### config.mk
export PLATFORM = sky130hd
export DESIGN_NAME = tick_timer8
export DESIGN_NICKNAME = d
export VERILOG_FILES = /design/src/rtl/timer_pkg.sv /design/src/rtl/timer_pin_edge.sv /design/src/rtl/timer_cycle_tick.sv /design/src/rtl/timer_prescaler.sv /design/src/rtl/tick_timer8.sv
export SDC_FILE = /design/constraint.sdc
export NUM_CORES = 1
export LEC_CHECK = 0
export BUFFER_PORTS_ARGS = -buffer_cell sky130_fd_sc_hd__buf_4
export CAP_MARGIN = 30
export CELL_PAD_IN_SITES_DETAIL_PLACEMENT = 1
export CELL_PAD_IN_SITES_GLOBAL_PLACEMENT = 1
export CORE_ASPECT_RATIO = 0.9
export CORE_MARGIN = 1
export CORE_UTILIZATION = 39
export CTS_CLUSTER_SIZE = 25
export DETAILED_ROUTE_END_ITERATION = 7
export PLACE_DENSITY_LB_ADDON = 0.1
export SLEW_MARGIN = 25
export SYNTH_ARGS = -nofsm -noshare
export SYNTH_HDL_FRONTEND = slang
export SYNTH_SLANG_ARGS = --single-unit
### constraint.sdc
create_clock -name clk -period 2.1 [get_ports clk]
set_input_delay 0 -clock clk [delete_from_list [all_inputs] [get_ports clk]]
set_output_delay 0 -clock clk [all_outputs]
set_load 0.01 [all_outputs]
### src/rtl/timer_pkg.sv
package timer_pkg;
  localparam int BUS_W = 8;

  typedef struct packed {
    logic       pull_off;   // stored only
    logic       pin_rise;   // stored only
    logic       src_pin;    // 1: external pin, 0: internal tick
    logic       fall_edge;  // 1: high-to-low, 0: low-to-high
    logic       bypass;     // 1: prescaler out of path
    logic [2:0] rate;       // ratio 2^(rate+1)
  } tmr_ctrl_t;

  localparam logic [1:0] A_COUNT  = 2'd0;
  localparam logic [1:0] A_CTRL   = 2'd1;
  localparam logic [1:0] A_STATUS = 2'd2;
  localparam logic [BUS_W-1:0] CTRL_RST = 8'hFF;
endpackage

### src/rtl/timer_pin_edge.sv
module timer_pin_edge #(
  parameter int STAGES = 2
) (
  input  logic clk,
  input  logic rst_n,
  input  logic pin_i,
  input  logic fall_sel_i,
  output logic edge_o
);
  logic [STAGES-1:0] sync_q;
  logic              prev_q;
  logic              lvl;

  always_ff @(posedge clk or negedge rst_n) begin
    if (!rst_n) begin
      sync_q <= '0;
      prev_q <= 1'b0;
    end else begin
      sync_q <= {sync_q[STAGES-2:0], pin_i};
      prev_q <= sync_q[STAGES-1];
    end
  end

  assign lvl    = sync_q[STAGES-1];
  assign edge_o = fall_sel_i ? (prev_q & ~lvl) : (~prev_q & lvl);
endmodule

### src/rtl/timer_cycle_tick.sv
module timer_cycle_tick #(
  parameter int DIV = 4
) (
  input  logic clk,
  input  logic rst_n,
  output logic tick_o
);
  localparam int CW = (DIV > 1) ? $clog2(DIV) : 1;
  localparam logic [CW-1:0] LAST = CW'(DIV - 1);

  logic [CW-1:0] cnt_q;

  always_ff @(posedge clk or negedge rst_n) begin
    if (!rst_n)             cnt_q <= '0;
    else if (cnt_q == LAST) cnt_q <= '0;
    else                    cnt_q <= cnt_q + 1'b1;
  end

  assign tick_o = (cnt_q == LAST);
endmodule

### src/rtl/timer_prescaler.sv
module timer_prescaler #(
  parameter int PRE_W = 8,
  parameter int RATE_W = 3
) (
  input  logic              clk,
  input  logic              rst_n,
  input  logic              clr_i,
  input  logic              ev_i,
  input  logic [RATE_W-1:0] rate_i,
  output logic              out_o
);
  logic [PRE_W-1:0] cnt_q;
  logic [PRE_W-1:0] mask;

  always_ff @(posedge clk or negedge rst_n) begin
    if (!rst_n)     cnt_q <= '0;
    else if (clr_i) cnt_q <= '0;
    else if (ev_i)  cnt_q <= cnt_q + 1'b1;
  end

  // low (rate+1) bits set
  assign mask  = ~({PRE_W{1'b1}} << ({1'b0, rate_i} + 1'b1));
  assign out_o = ev_i && ((cnt_q & mask) == mask);
endmodule

### src/rtl/tick_timer8.sv
module tick_timer8
  import timer_pkg::*;
#(
  parameter int PRE_W       = 8,
  parameter int CYC_DIV     = 4,
  parameter int SYNC_STAGES = 2
) (
  input  logic             clk,
  input  logic             rst_n,
  input  logic             ext_clk_i,
  input  logic             bus_en_i,
  input  logic             bus_wr_i,
  input  logic [1:0]       bus_addr_i,
  input  logic [BUS_W-1:0] bus_wdata_i,
  output logic [BUS_W-1:0] bus_rdata_o,
  output logic             irq_o
);
  localparam logic [BUS_W-1:0] TOP = {BUS_W{1'b1}};

  tmr_ctrl_t        ctrl_q;
  logic [BUS_W-1:0] count_q;
  logic             flag_q, en_q;
  logic             pin_ev, cyc_ev, src_ev, pre_ev, inc_pulse;
  logic             wr_cnt, wr_ctrl, wr_stat, wrap;

  assign wr_cnt  = bus_en_i && bus_wr_i && (bus_addr_i == A_COUNT);
  assign wr_ctrl = bus_en_i && bus_wr_i && (bus_addr_i == A_CTRL);
  assign wr_stat = bus_en_i && bus_wr_i && (bus_addr_i == A_STATUS);

  timer_pin_edge #(.STAGES(SYNC_STAGES)) u_pin (
    .clk(clk), .rst_n(rst_n), .pin_i(ext_clk_i),
    .fall_sel_i(ctrl_q.fall_edge), .edge_o(pin_ev)
  );

  timer_cycle_tick #(.DIV(CYC_DIV)) u_tick (
    .clk(clk), .rst_n(rst_n), .tick_o(cyc_ev)
  );

  assign src_ev = ctrl_q.src_pin ? pin_ev : cyc_ev;

  timer_prescaler #(.PRE_W(PRE_W), .RATE_W(3)) u_pre (
    .clk(clk), .rst_n(rst_n), .clr_i(wr_cnt), .ev_i(src_ev),
    .rate_i(ctrl_q.rate), .out_o(pre_ev)
  );

  assign inc_pulse = ctrl_q.bypass ? src_ev : pre_ev;
  assign wrap      = inc_pulse && !wr_cnt && (count_q == TOP);

  always_ff @(posedge clk or negedge rst_n) begin
    if (!rst_n) begin
      count_q <= '0;
      ctrl_q  <= tmr_ctrl_t'(CTRL_RST);
      flag_q  <= 1'b0;
      en_q    <= 1'b0;
    end else begin
      if (wr_cnt)         count_q <= bus_wdata_i;
      else if (inc_pulse) count_q <= count_q + 1'b1;
      if (wr_ctrl) ctrl_q <= tmr_ctrl_t'(bus_wdata_i);
      if (wr_stat) en_q <= bus_wdata_i[1];
      if (wrap)         flag_q <= 1'b1;
      else if (wr_stat) flag_q <= bus_wdata_i[0];
    end
  end

  always_comb begin
    unique case (bus_addr_i)
      A_COUNT:  bus_rdata_o = count_q;
      A_CTRL:   bus_rdata_o = ctrl_q;
      A_STATUS: bus_rdata_o = {{(BUS_W-2){1'b0}}, en_q, flag_q};
      default:  bus_rdata_o = '0;
    endcase
  end

  assign irq_o = flag_q & en_q;
endmodule

==> results.toml, run 1 <==
[sta]
finalCriticalPeriod_ns = 2.01
worst_max_slew_margin_expressed_relative_to_the_limit = 0.705
clock-skew-final_ns = 0.00676
grt_setup_unrepaired = "yes"
setup-violations-final = 0
report.final.hold_viol_count = 0
post-route-worst-setup-slack_ns = 0.0891
max_freq_mhz = 497
post-route-period-util = 0.958
timing_worst_slew_pin_value_ns = 0.442
maxSlewViolCount = 0

[yosys]
post_synth_inst_count = 167
netlist.area_leader.share = 0.341
yosys_warnings = 0
synth.net_count = 187
synth_seq_cells = 31
post_synth_main_area_contributors = "sky130_fd_sc_hd__dfrtp_1 (34%), sky130_fd_sc_hd__dfstp_2 (12%), sky130_fd_sc_hd__mux2_2 (6.7%), sky130_fd_sc_hd__mux2i_1 (5.3%), sky130_fd_sc_hd__nor2_1 (4.9%)"
post-synth-top-area-cell = "sky130_fd_sc_hd__dfrtp_1"
synth.lib_cells_used.distinct = 36
synth_ff_type = "sky130_fd_sc_hd__dfrtp_1"
synth_sequential_area_ratio = 0.466
synth.avg_cell_area_um2 = 10.1
synth_area_mm2 = 0.00169
number_of_enable_type_register_cells_in_the_synthesized_netlist = 0
async_flop_share = 1.00

[pwr]
power_frac_seq = 0.414
finalPower_uw = 2380
leakage_uw = 0.000972
power_report.internal_total_uw = 1570
power.combinational.fraction = 0.327
vdd.ir_drop.worst_uv = 523
power.share.switching = 0.338
psw_uw = 804
power_density_over_cell_area_mw_per_mm2 = 1070
clockPowerShare = 0.259

[critical_path]
critical_path_class = "flop to flop"
cp.required_ns = 2.33
path_max_fanout = 3
endpoint_kind = "flop"
worstSetupStartpointType = "flop"
worst_ep_arrival_time_ns = 2.24
cp-startpoint = "ctrl_q[1]"
r2r_start = "ctrl_q[1]"

[route]
drt_first_pass_iters = 6
remaining_number_of_nets_flagged_by_the_antenna_check_after_routing = 0
total_number_of_vias = 1390
first_iter_violations = 57
routed_vias_inst = 5.39
drt_drc_violations_left = 3
finalWirelength_um = 4370
routedWlPerCell_um = 16.9

[finish]
area_delta_synth_final_pct = 31.7
drive_above_1_share = 0.329
multi_input_area_um2 = 920
num-fill-cells = 469
final_cell_mix = "sky130_fd_sc_hd__buf_4 (28), sky130_fd_sc_hd__dfrtp_1 (23), sky130_fd_sc_hd__nor2_1 (22)"
seq_area_um2 = 786
antenna_cells = 0
final_net_count = 229
mostFrequentLayoutCell = "sky130_fd_sc_hd__buf_4"

[hold_path]
worstHoldStart = "bus_wr_i"
hold_path.class = "input port to flop"

[global_route]
grt_util_all_layers = 0.216
grt_overflow = 0
grt_start_max_net_pins = 32
grt_pass1_vias = 1444
grt_pass1_wl_um = 7240
grt_antenna_before_repair = 0

[die]
ios = 24
die_h_um = 64.4
die-area_mm2 = 0.00460
start_util = 0.412
die_w_um = 71.3
placeable_area_mm2 = 0.00410
floorplan.rows = 22

[cts]
htreeDepth = 2
cts_inserted_buffers = 5
clk-insertion-delay-late_ns = 0.29
clkSlewWorstSetupHoldPaths_ns = 0.07
cts_buffer_depth = 2
clockRootBuffer = "sky130_fd_sc_hd__clkbuf_8"
clock_sink_count = 31
tritoncts = "done"

[place]
gp_routability_congestion = 0.839
detailedPlacementHpwl_um = 3060
io_buffers = 23
place_worst_setup_slack_ns = -0.0303

[outcome]
outcome = "finished, violations left"
failing_checks = "DRC"

[flow_run]
drv_cap = 0
[synth_stat cells (2+ instances only)]
library cell               count
sky130_fd_sc_hd__nor2b_1       3
sky130_fd_sc_hd__xnor2_1       6
sky130_fd_sc_hd__a21oi_1       5
sky130_fd_sc_hd__dfrtp_1      23
sky130_fd_sc_hd__and3_1        5
sky130_fd_sc_hd__clkbuf_1      2
sky130_fd_sc_hd__nand2_1      19
sky130_fd_sc_hd__o21ai_0      10
sky130_fd_sc_hd__dfstp_2       8
sky130_fd_sc_hd__or3_1         3
sky130_fd_sc_hd__nor2_1       22
sky130_fd_sc_hd__nand3_1       8
sky130_fd_sc_hd__mux2_2       10
sky130_fd_sc_hd__mux2i_1       9
sky130_fd_sc_hd__inv_1         2
sky130_fd_sc_hd__nand4_1       4
sky130_fd_sc_hd__xor2_1        4
sky130_fd_sc_hd__or4_1         2
sky130_fd_sc_hd__ha_1          5
[what timing repair did]
item                                    in CTS  in global routing
hold buffers                                10                  0
endpoints found under the setup margin       2                  9
setup buffers                                1                  0
gates resized for setup                      1                 12
gates cloned                                 0                  0
pin swaps                                    4                  8
endpoints found under the hold margin       49                  0
[stage by stage]
step           cell area, um^2  hold WS (ns)  cells  utilization  TNS, ns
6_report                  2220         0.121    258        0.542        0
5_1_grt                   2220         0.130    258        0.542  -0.0736
4_1_cts                   2170         0.121    258        0.529  -0.0154
3_5_place_dp              1940       -0.0409    239        0.473  -0.0303
3_3_place_gp              1940       -0.0455    239        0.473        0
2_1_floorplan             1690        -0.296    167            -        0
[logic make-up (layout without fill, tap and decap cells)]
logic type | Yosys count | in the layout | share of synthesized area
flops | 31 | 31 | 0.466
xor+xnor | 10 | 10 | 0.0519
buf+inv | 7 | 50 | 0.0185
compound gates | 23 | 23 | 0.0941
fa+ha+maj | 5 | 5 | 0.0371
simple gates | 72 | 72 | 0.213
mux | 19 | 19 | 0.120
[critical path: stages, from the launching register on]
cell	delay, ns
sky130_fd_sc_hd__dfstp_2	0.56
sky130_fd_sc_hd__ha_4	0.14
sky130_fd_sc_hd__ha_4	0.19
sky130_fd_sc_hd__nor2b_4	0.13
sky130_fd_sc_hd__o21ai_2	0.14
sky130_fd_sc_hd__and4_1	0.22
sky130_fd_sc_hd__o21ai_2	0.08
sky130_fd_sc_hd__or4_1	0.40
sky130_fd_sc_hd__nand3_1	0.09
[registers in the layout (all words and copies together), names as in the netlist]
name and count:
count_q 8, ctrl_q 8, u_pre.cnt_q 8, u_pin.sync_q 2, u_tick.cnt_q 2, en_q 1, flag_q 1, u_pin.prev_q 1
[final timing paths]
check	to	slack (ns)	cells past startpoint
setup / recovery	count_q[5]	0.09	8
hold / removal	en_q	0.12	3
setup reg to reg	count_q[5]	0.09	8
hold reg to reg	u_pin.sync_q[1]	0.35	0
max in group asynchronous	ctrl_q[3]	1.58	2
min in group asynchronous	u_tick.cnt_q[1]	0.17	2
[area by class of cell]
| class | count | area share |
|---|---|---|
| Inverter | 2 | 0.00338 |
| Clock buffer | 6 | 0.0371 |
| Clock inverter | 2 | 0.0158 |
| Sequential cell | 31 | 0.353 |
| Multi-Input combinational cell | 129 | 0.414 |
| Timing Repair Buffer | 40 | 0.150 |
| Tap cell | 48 | 0.0270 |
[routing by layer]
| metal | share of wire | global-route usage | wire length [um] |
|---|---|---|---|
| met1 | 0.49 | 0.291 | 2150 |
| met2 | 0.46 | 0.338 | 2010 |
| met3 | 0.030 | 0.0404 | 130 |
| met4 | 0.018 | 0.0975 | 80 |
| met5 | 0 | 0 | 0 |
[power groups by stage]
stage	logic, uW	clock network (uW)	registers (uW)
6_report	777	616	985
5_1_grt	874	657	1020
3_5_place_dp	693	0	986
4_1_cts	725	631	974
3_3_place_gp	666	0	973
2_1_floorplan	474	0	926
Note: power is estimated with default switching activity, not from simulation.
==> run 2: changes to the inputs <==
--- a/config.mk
+++ b/config.mk
@@ -10,7 +10,7 @@
 export CELL_PAD_IN_SITES_DETAIL_PLACEMENT = 1
 export CELL_PAD_IN_SITES_GLOBAL_PLACEMENT = 1
 export CORE_ASPECT_RATIO = 0.9
-export CORE_MARGIN = 1
+export CORE_MARGIN = 4
 export CORE_UTILIZATION = 39
 export CTS_CLUSTER_SIZE = 25
 export DETAILED_ROUTE_END_ITERATION = 7
==> run 2 against run 1 <==
Compared with the run above: the run ends with setup timing left; flip-flop and latch count did not move; design area is 1.8% lower; global-route usage down 3.6 points; core utilization decreased by 1.3 points; clock power fell by 26%; setup slack worse by 0.092 ns; critical path depth unchanged; sequential power rose by 0.5%; combinational power increased by 2%; largest power group unchanged.
==> results.toml, run 2 (same netlist as run 1, synthesis figures left out) <==
[finish]
final_net_count = 229
final_cell_mix = "sky130_fd_sc_hd__buf_4 (29), sky130_fd_sc_hd__dfrtp_1 (23), sky130_fd_sc_hd__nor2_1 (20)"
drive_above_1_share = 0.324
reg.largest.list = "count_q x8, ctrl_q x8, u_pre.cnt_q x8"
antenna_cells = 0
mostFrequentLayoutCell = "sky130_fd_sc_hd__buf_4"
area_delta_synth_final_pct = 29.4

[die]
die-area_mm2 = 0.00545
die_w_um = 77.3
placeable_area_mm2 = 0.00413
start_util = 0.409
floorplan.rows = 22
die_h_um = 70.4
ios = 24

[route]
routed_vias_inst = 5.45
total_number_of_vias = 1407
remaining_number_of_nets_flagged_by_the_antenna_check_after_routing = 0
routedWlPerCell_um = 18.2
drt_drc_violations_left = 0
first_iter_violations = 72
drt_first_pass_iters = 4
finalWirelength_um = 4690

[cts]
htreeDepth = 2
clkSlewWorstSetupHoldPaths_ns = 0.07
clock_sink_count = 31
cts_inserted_buffers = 5
cts_buffer_depth = 2
clockRootBuffer = "sky130_fd_sc_hd__clkbuf_8"
clk-insertion-delay-late_ns = 0.28
tritoncts = "done"

[global_route]
grt_pass1_wl_um = 7760
grt_start_max_net_pins = 32
grt_antenna_before_repair = 0
grt_pass1_vias = 1582
grt_util_all_layers = 0.180
grt_overflow = 0

[pwr]
vdd.ir_drop.worst_uv = 433
leakage_uw = 0.000952
power_density_over_cell_area_mw_per_mm2 = 1030
finalPower_uw = 2240

[sta]
timing.setup.tns_ns = -0.00255
post-route-worst-setup-slack_ns = -0.00255
report.final.hold_viol_count = 0
finalCriticalPeriod_ns = 2.10
grt_setup_unrepaired = "yes"
maxSlewViolCount = 0
setup-violations-final = 1
post-route-period-util = 1.00
timing_worst_slew_pin_value_ns = 0.430
max_freq_mhz = 476
worst_max_slew_margin_expressed_relative_to_the_limit = 0.713
clock-skew-final_ns = 0.00550

[place]
gp_routability_congestion = 0.780
io_buffers = 23
detailedPlacementHpwl_um = 3190

[critical_path]
worstSetupStartpointType = "flop"
worst_ep_arrival_time_ns = 2.33
cp.required_ns = 2.32
critical_path_class = "flop to flop"
endpoint_kind = "flop"
path_max_fanout = 3
timing.reg2reg.setup_slack_ns = -0.003

[flow_run]
drv_cap = 0

[outcome]
outcome = "finished, violations left"
failing_checks = "setup timing"

[hold_path]
hold_path.class = "input port to flop"
==> run 2: report_power, final <==
part / internal [uW] / switching [uW] / leakage [uW] / total [uW]
clock network: 232 / 222 / 0.0000422 / 454
logic: 411 / 384 / 0.000545 / 795
registers: 783 / 207 / 0.000365 / 990
total: 1430 / 813 / 0.000952 / 2240
==> run 2: path summary, 6_finish.rpt <==
check                                start               to  cells after the start
max in group asynchronous            rst_n        ctrl_q[6]                      2
hold reg to reg            u_pin.sync_q[0]  u_pin.sync_q[1]                      0
min in group asynchronous            rst_n  u_tick.cnt_q[0]                      2
setup reg to reg                 ctrl_q[1]       count_q[5]                      8
hold / removal                    bus_wr_i             en_q                      3
setup / recovery                 ctrl_q[1]       count_q[5]                      8
==> run 2: timing repair <==
item                       CTS  global route
resized for setup            1            11
setup endpoints to repair    2            10
hold buffers                10             0
pin swaps                    4             8
buffers inserted             0             1
hold endpoints to repair    48             0
==> run 2: metal layers <==
| layer | part of all wire | global-route usage | wire length (um) |
|---|---|---|---|
| met4 | 0.014 | 0.0652 | 65 |
| met3 | 0.040 | 0.0322 | 187 |
| met5 | 0 | 0 | 0 |
| met1 | 0.45 | 0.248 | 2110 |
| met2 | 0.50 | 0.283 | 2330 |
==> run 2: cell type report <==
| cell class | count | area (um^2) |
|---|---|---|
| timing repair buffer | 40 | 329 |
| fill | 464 | 1950 |
| clock inverter | 1 | 5.00 |
| tap | 48 | 60.1 |
| sequential | 31 | 786 |
| inverter | 2 | 7.51 |
| clock buffer | 7 | 76.3 |
| multi-input combinational | 129 | 920 |
==> run 2: metrics by stage <==
stage	instances	setup WS (ns)	instance area [um^2]	util	hold WS, ns
CTS	257	-0.0107	2130	0.515	0.138
finish	258	-0.00255	2180	0.529	0.132
global placement	239	0.0177	1940	0.470	-0.0458
floorplan	167	0.00959	1690	-	-0.296
global route	258	-0.0689	2180	0.529	0.144
detailed placement	239	-0.0555	1940	0.470	-0.0398
==> run 2: worst max-delay path, stage by stage, from the launching register on <==
cell,delay (ns)
sky130_fd_sc_hd__dfstp_2,0.56
sky130_fd_sc_hd__ha_4,0.14
sky130_fd_sc_hd__ha_4,0.19
sky130_fd_sc_hd__nor2b_4,0.12
sky130_fd_sc_hd__o21ai_2,0.12
sky130_fd_sc_hd__and4_1,0.24
sky130_fd_sc_hd__o21ai_2,0.09
sky130_fd_sc_hd__or4_1,0.49
sky130_fd_sc_hd__nand3_1,0.09
